$ cat config.mk
export PLATFORM = sky130hd
export DESIGN_NAME = cmp_loader
export DESIGN_NICKNAME = d
export VERILOG_FILES = /design/src/rtl/cmp_loader_pkg.sv /design/src/rtl/cmp_seg_seq.sv /design/src/rtl/cmp_datapath.sv /design/src/rtl/cmp_loader.sv
export SDC_FILE = /design/constraint.sdc
export NUM_CORES = 1
export LEC_CHECK = 0
export ABC_AREA = 1
export CORE_ASPECT_RATIO = 0.5
export CORE_MARGIN = 3
export CORE_UTILIZATION = 42
export CTS_CLUSTER_DIAMETER = 60
export DETAILED_ROUTE_END_ITERATION = 7
export PLACE_DENSITY = 0.68
export SLEW_MARGIN = 30
export SYNTH_ARGS = -nofsm -noshare
export SYNTH_HDL_FRONTEND = slang
export SYNTH_SLANG_ARGS = --single-unit
$ cat constraint.sdc
create_clock -name clk -period 1.9 [get_ports clk]
set_input_delay 0.285 -clock clk [delete_from_list [all_inputs] [get_ports clk]]
set_output_delay 0.285 -clock clk [all_outputs]
set_load 0.02 [all_outputs]
$ cat src/rtl/cmp_loader_pkg.sv
package cmp_loader_pkg;

  localparam int unsigned DEF_BUS_W   = 16;
  localparam int unsigned DEF_NUM_SEG = 4;

  // Datapath action decoded once per cycle
  typedef enum logic [1:0] {
    ACT_HOLD  = 2'd0,
    ACT_WRITE = 2'd1,
    ACT_ROTL  = 2'd2,
    ACT_ROTR  = 2'd3
  } cmp_act_e;

endpackage

$ cat src/rtl/cmp_seg_seq.sv
module cmp_seg_seq #(
  parameter int unsigned NUM_SEG   = 4,
  parameter int unsigned SEG_IDX_W = 2
) (
  input  logic                 clk,
  input  logic                 rst_n,
  input  logic                 wr_en,
  input  logic [SEG_IDX_W-1:0] seg_first,
  input  logic [SEG_IDX_W-1:0] seg_last,
  output logic [SEG_IDX_W-1:0] seg_cur,
  output logic                 req_q
);

  localparam logic [SEG_IDX_W-1:0] SEG_TOP = SEG_IDX_W'(NUM_SEG - 1);

  logic [SEG_IDX_W-1:0] ptr_q, ptr_d;
  logic                 ptr_vld_q, ptr_vld_d;
  logic                 term_hit;
  logic                 req_d;

  // Until a pointer is held, the start limit is used live
  assign seg_cur  = ptr_vld_q ? ptr_q : seg_first;
  assign term_hit = wr_en && (seg_cur == seg_last);

  always_comb begin
    ptr_d     = ptr_q;
    ptr_vld_d = ptr_vld_q;
    req_d     = term_hit;
    if (wr_en) begin
      if (term_hit) begin
        ptr_vld_d = 1'b0;
      end else begin
        ptr_vld_d = 1'b1;
        ptr_d     = (seg_cur == SEG_TOP) ? '0 : seg_cur + SEG_IDX_W'(1);
      end
    end
  end

  always_ff @(posedge clk or negedge rst_n) begin
    if (!rst_n) begin
      ptr_q     <= '0;
      ptr_vld_q <= 1'b0;
      req_q     <= 1'b0;
    end else begin
      req_q <= req_d;
      if (wr_en) begin
        ptr_q     <= ptr_d;
        ptr_vld_q <= ptr_vld_d;
      end
    end
  end

endmodule

$ cat src/rtl/cmp_datapath.sv
module cmp_datapath
  import cmp_loader_pkg::*;
#(
  parameter int unsigned BUS_W     = 16,
  parameter int unsigned NUM_SEG   = 4,
  parameter int unsigned SEG_IDX_W = 2
) (
  input  logic                       clk,
  input  logic                       rst_n,
  input  cmp_act_e                   act,
  input  logic [SEG_IDX_W-1:0]       seg_cur,
  input  logic [BUS_W-1:0]           wr_data,
  output logic [BUS_W*NUM_SEG-1:0]   cmp_q
);

  localparam int unsigned CMP_W = BUS_W * NUM_SEG;

  logic [CMP_W-1:0] rot_val;
  logic [CMP_W-1:0] cmp_d;
  logic             cmp_en;

  always_comb begin
    unique case (act)
      ACT_ROTL: rot_val = {cmp_q[CMP_W-2:0], cmp_q[CMP_W-1]};
      ACT_ROTR: rot_val = {cmp_q[0], cmp_q[CMP_W-1:1]};
      default:  rot_val = cmp_q;
    endcase
  end

  for (genvar s = 0; s < NUM_SEG; s++) begin : g_slice
    logic sel;
    assign sel = (act == ACT_WRITE) && (seg_cur == SEG_IDX_W'(s));
    assign cmp_d[s*BUS_W +: BUS_W] = sel ? wr_data : rot_val[s*BUS_W +: BUS_W];
  end

  assign cmp_en = (act != ACT_HOLD);

  always_ff @(posedge clk or negedge rst_n) begin
    if (!rst_n) begin
      cmp_q <= '0;
    end else if (cmp_en) begin
      cmp_q <= cmp_d;
    end
  end

endmodule

$ cat src/rtl/cmp_loader.sv
module cmp_loader
  import cmp_loader_pkg::*;
#(
  parameter int unsigned BUS_W     = DEF_BUS_W,
  parameter int unsigned NUM_SEG   = DEF_NUM_SEG,
  parameter int unsigned SEG_IDX_W = (NUM_SEG > 1) ? $clog2(NUM_SEG) : 1
) (
  input  logic                     clk,
  input  logic                     rst_n,
  input  logic                     wr_en,
  input  logic [BUS_W-1:0]         wr_data,
  input  logic                     rot_left,
  input  logic                     rot_right,
  input  logic [SEG_IDX_W-1:0]     seg_first,
  input  logic [SEG_IDX_W-1:0]     seg_last,
  output logic [BUS_W*NUM_SEG-1:0] comparand,
  output logic                     cmp_req
);

  logic [1:0]           rst_sync_q;
  logic                 rst_sync_n;
  logic [SEG_IDX_W-1:0] seg_cur;
  cmp_act_e             act;

  // Asynchronous assert, synchronous release
  always_ff @(posedge clk or negedge rst_n) begin
    if (!rst_n) begin
      rst_sync_q <= 2'b00;
    end else begin
      rst_sync_q <= {rst_sync_q[0], 1'b1};
    end
  end
  assign rst_sync_n = rst_sync_q[1];

  // The write wins over the rotates; opposite rotates cancel
  always_comb begin
    if (wr_en)                       act = ACT_WRITE;
    else if (rot_left && !rot_right) act = ACT_ROTL;
    else if (rot_right && !rot_left) act = ACT_ROTR;
    else                             act = ACT_HOLD;
  end

  cmp_seg_seq #(
    .NUM_SEG   (NUM_SEG),
    .SEG_IDX_W (SEG_IDX_W)
  ) u_seq (
    .clk       (clk),
    .rst_n     (rst_sync_n),
    .wr_en     (wr_en),
    .seg_first (seg_first),
    .seg_last  (seg_last),
    .seg_cur   (seg_cur),
    .req_q     (cmp_req)
  );

  cmp_datapath #(
    .BUS_W     (BUS_W),
    .NUM_SEG   (NUM_SEG),
    .SEG_IDX_W (SEG_IDX_W)
  ) u_dp (
    .clk     (clk),
    .rst_n   (rst_sync_n),
    .act     (act),
    .seg_cur (seg_cur),
    .wr_data (wr_data),
    .cmp_q   (comparand)
  );

endmodule

## After elaboration in Yosys (flattened, before gate mapping)

Cells that the tools add are included.

| operators by class | value |
|---|---|
| add/sub/neg operators | 1 |
| eq/ne operators | 7 |
| muxes and demuxes | 11 |
| bitwise operators | 1 |
| reductions and logical operators | 20 |

Operator list:

| cell | count |
|---|---|
| 64-bit one-hot mux with 2 select lines | 1 |
| 16-bit two-way mux | 4 |
| 3-bit nonzero test | 4 |
| 2-bit two-way mux | 5 |
| 2-bit AND reduction | 5 |
| 2-bit equality test (second input constant) | 4 |
| 1-bit logical AND | 7 |
| 2-bit by 1-bit equality test with 1-bit output (second input constant) | 2 |
| 2-bit by 1-bit adder with 2-bit output (second input constant) | 1 |
| 2-bit equality test | 1 |
| 1-bit logical NOT | 2 |
| 2-bit logical NOT | 1 |
| 2-bit nonzero test | 1 |
| 1-bit two-way mux | 1 |
| 1-bit inverter | 1 |

| word-level totals | value |
|---|---|
| register bits | 70 |
| input bits | 25 |
| output and inout bits | 65 |
| word-level logic and storage cells | 48 |

## Longest topological paths before layout

| logic depth | value |
|---|---|
| depth after elaboration | 9 |
| depth in mapped cells | 12 |
| depth with buffers taken out | 11 |

## Cells and area by module

A second synthesis with hierarchy kept.

| second synthesis, totals | value |
|---|---|
| cells, all modules | 613 |
| area total of the unflattened synthesis | 4244.1 um^2 |

Modules (own cells, without submodules):

| module | instances | cells an instance | area an instance (um^2) | seq. area each (um^2) |
|---|---|---|---|---|
| cmp_datapath | 1 | 568 | 3888.7 | 1601.5 |
| cmp_seg_seq | 1 | 36 | 270.3 | 100.1 |
| cmp_loader | 1 | 9 | 85.1 | 50.0 |

## Least setup slack after synthesis

Ideal clock, no wire load.

| timing path | value |
|---|---|
| kind | reg2reg |
| start | reg u_seq.ptr_vld_q |
| end | reg u_dp.cmp_q[46] |
| library setup time | 0.123 ns |
| arrival | 1.734 ns |
| data required time | 1.777 ns |
| slack | 0.043 ns |
| cell stages (with the launch flop) | 13 |
| buffers on the path | 2 |
| clock period less this slack | 1.857 ns |
| path through | dfrtp_1 inv_1 nand2_1 nand2_1 inv_1 ha_1 clkbuf_1 inv_1 nor2_4 nor2_4 buf_2 nand2_1 o21ai_1 |

| on the way | value |
|---|---|
| longest elaborated chain between the ends | 5 |
| elaborated cells between the ends (all ways) | 6 |
| those cells by class | eq/ne (1); mux (2); reduce/logical (3) |

Ends and longest elaborated chain:

| what | RTL line | source |
|---|---|---|
| start: declaration | cmp_seg_seq.sv:17 | `logic ptr_vld_q, ptr_vld_d;` |
| start signal: assignment | cmp_seg_seq.sv:48 | `ptr_vld_q <= ptr_vld_d;` |
| 2-bit two-way mux * | cmp_seg_seq.sv:22 | `assign seg_cur = ptr_vld_q ? ptr_q : seg_first;` |
| 2-bit equality test * | cmp_datapath.sv:32 | `assign sel = (act == ACT_WRITE) && (seg_cur == SEG_IDX_W'(s));` |
| 1-bit logical AND * | cmp_datapath.sv:32 |  |
| 3-bit nonzero test (no source line) | - |  |
| 2-bit AND reduction (no source line) | - |  |
| end signal: assignment | cmp_datapath.sv:42 | `cmp_q <= cmp_d;` |
| end: declaration | cmp_datapath.sv:13 | `output logic [BUS_W*NUM_SEG-1:0] cmp_q` |

Mark *: on every way between the ends. The rest lies on a longest branch, timed or not.
A chain may end at the register's enable or synchronous reset.

## Worst setup path in the final report

| timing path | value |
|---|---|
| start | in rot_left |
| end | reg u_dp.cmp_q[32] |

| on the way | value |
|---|---|
| longest elaborated chain between the ends | 9 |
| elaborated cells between the ends (all ways) | 15 |
| those cells by class | eq/ne (3); mux (5); reduce/logical (7) |

Ends and longest elaborated chain:

| what | RTL line | source |
|---|---|---|
| start: declaration | cmp_loader.sv:12 | `input logic rot_left,` |
| 1-bit logical NOT | cmp_loader.sv:39 | `else if (rot_right && !rot_left) act = ACT_ROTR;` |
| 1-bit logical AND | cmp_loader.sv:39 |  |
| 2-bit two-way mux | cmp_loader.sv:39 |  |
| 2-bit two-way mux * | cmp_loader.sv:38 | `else if (rot_left && !rot_right) act = ACT_ROTL;` |
| 2-bit two-way mux * | cmp_loader.sv:37 | `if (wr_en) act = ACT_WRITE;` |
| 2-bit by 1-bit equality test with 1-bit output | cmp_datapath.sv:32 |  |
| 1-bit logical AND | cmp_datapath.sv:32 |  |
| 3-bit nonzero test (no source line) | - |  |
| 2-bit AND reduction (no source line) | - |  |

Marks and branches as above.

==> metrics.csv <==
stage;metric;value;unit
setup_path;crit_path_max_fanout;26;
clock_tree;clk_pin_slew;0.06;ns
floorplanning;ios;90;
route;wire_per_inst;16.6;um
power;ir_drop;0.790;mV
worst_hold_path;hold_class;input pin to async pin;
setup_path;critical_path_class;input pin to flop;
synth;syn_avg_cell_area;7.15;um2
synth;yosysSeqAreaShare;42.9;%
sta;finalClockSkew;0.00285;ns
sta;fmax;0.556;GHz
sta;fin_crit_sh;94.6;%
cells_and_area;drive_above_1_share;9.64;%
cells_and_area;layout_commonest_cell;nand2_1;
clock_tree;cts_hold_buf;0;
route;wirelength;13.3;mm
cells_and_area;layout_common_cells;nand2_1, clkdlybuf4s50_1, dfrtp_1, o21ai_0, inv_1;
route;drc_errors;0;
route;vias_per_cell;5.29;
synth;synth_cells;571;
route;ant_nets;0;
placement;dp_hpwl;9.20;mm
cells_and_area;syn2layout_area_growth;36.6;%
grt;grtUsageTotal;25.5;%
floorplanning;die_w;145;um
clock_tree;cts_buffers;9;
setup_path;crit_path_start_kind;input pin;
synth;yosys_warnings;0;
clock_tree;clock-sinks;70;
setup_path;critPathRequiredTime;2.12;ns
setup_path;arrival;2.02;ns
status;status;finished, final reports clean;
route;drtIter0Drc;400;
cells_and_area;nets;699;
clock_tree;cts_buffer_depth;2;
setup_path;end_kind;flop;
floorplanning;rows;24;
grt;first_global_vias;4058;
floorplanning;initial_utilization;45.0;%
synth;ys_ff_latch;70;
sta;finalSetupViolations;0;
grt;antenna_found_initial;0;
floorplanning;die_area;11000;um2
placement;place_congestion;0.869;
sta;fin_crit;1.80;ns
clock_tree;ctsHtreeMaxLevel;3;
route;firstDrtPassIters;5;
setup_path;r2r_slack;0.16;ns
synth;syn_area;4090;um2
power;powerDensity;1600;nW/um2
route;num_vias;4251;
sta;holdWs;0.104;ns
cells_and_area;final_core_util;61.5;%
floorplanning;core;9070;um2
synth;synth_nets;601;
grt;grt_pass1_wl;21.8;mm
clock_tree;root_buffer;clkbuf_16;
sta;maxSlewViolCount;0;
flow_run;max_cap_violations;0;
sta;rsz0062_at_grt;no;
placement;place.port_buffers;89;
sta;hold_viol;0;
grt;gr-total-overflow;0;
cells_and_area;insertedDiodeCount;0;
synth;synth.distinct_cells;25;
floorplanning;die_h;75.7;um
clock_tree;clk_latency;0.34;ns
clock_tree;cts_tree;done;
power;finalPower;8.94;mW
setup_path;timing.rr.start;u_seq.ptr_vld_q;
setup_path;cp-startpoint;rot_left;
grt;grt_max_degree;69;
clock_tree;post-cts-setup-buffers;0;
power;p_leak;2.65;nW
==> metrics by stage <==
stage                     instance area, um2  setup WS, ns  setup TNS [ns]  std cells
after global placement                  5240        -0.228           -9.64        788
after CTS                               5540        0.0218               0        804
final                                   5580         0.102               0        804
after detailed placement                5240        -0.280          -11.38        788
after floorplan                         4090        0.0432               0        571
after global routing                    5580       0.00834               0        804
==> worst paths after layout <==
| path | end | depth (start not counted) |
|---|---|---|
| worst max-delay path | u_dp.cmp_q[32] | 10 |
| worst min-delay path | rst_sync_q[0] | 1 |
| worst max register to register | u_dp.cmp_q[54] | 9 |
| worst min register to register | u_dp.cmp_q[55] | 1 |
| max in group asynchronous | u_dp.cmp_q[37] | 1 |
| min in group clk | rst_sync_q[1] | 0 |
==> report_power, final <==
part	switching, mW	internal (mW)	leakage, nW
Clock	0.648	1.05	0.148
Sequential	0.764	2.18	0.811
Combinational	2.37	1.93	1.69
Total	3.78	5.15	2.65
==> final cells by class <==
cell class              instances  area, um2
clock buffers                  10        239
clock inverters                 6       61.3
well taps                     130        163
flip-flops and latches         70       1750
repair buffers                114       1150
inverters                      56        220
multi-input cells             418       1990
fillers                       864       3490
==> Yosys cell counts <==
master	instances	area share, %
nand3_1	40	4.9
nor2_4	2	0.55
inv_2	6	0.55
o21ai_0	58	7.1
buf_1	1	0.092
a31oi_1	11	1.7
buf_2	10	1.2
inv_1	49	4.5
buf_6	4	1.1
nand2_2	5	0.77
nand2_4	4	1.1
conb_1	1	0.092
dfrtp_1	70	43
inv_4	1	0.15
a21boi_0	5	0.92
o21a_1	14	2.6
o21bai_1	4	0.74
nand3b_1	1	0.18
a21oi_1	35	4.3
buf_4	4	0.74
nand2_1	182	17
o21ai_1	6	0.74
nor2_1	45	4.1
ha_1	5	1.5
clkbuf_1	8	0.74
==> timing repair <==
action / CTS / global route
gates resized for setup: 0 / 15
endpoints found under the setup margin: 0 / 35
endpoints found under the hold margin: 0 / 0
==> cells by family (layout without fill, tap and decap cells) <==
kind of cell    after synthesis  count (layout)  synth area share [%]
fa+ha+maj                     5               5                  1.53
flops                        70              70                  42.9
simple gates                279             279                  28.4
compound gates              133             133                  18.0
buf+inv                      83             186                  9.10
other cells                   1               1                0.0918
==> metal layers <==
layer,GRT usage [%],share of wire [%],vias up
met1,35.5,47,2020
met2,41.1,44,187
met5,0,0,-
met4,5.78,0.97,0
li1,-,-,2033
met3,6.54,8.2,11
==> state kept, by name, summed over array words and instances (netlist names) <==
signal           cells
rst_sync_q           2
u_dp.cmp_q          64
u_seq.ptr_q          2
u_seq.ptr_vld_q      1
u_seq.req_q          1
==> worst max-delay path: stages <==
cell and delay (ns):
clkdlybuf4s50_1 0.47, inv_1 0.05, ha_1 0.33, nor2_4 0.15, nand2_2 0.10, inv_2 0.11
buf_12 0.17, o21ai_0 0.12, o21bai_1 0.17, nand2_1 0.07
(Power assumes the default switching activity.)
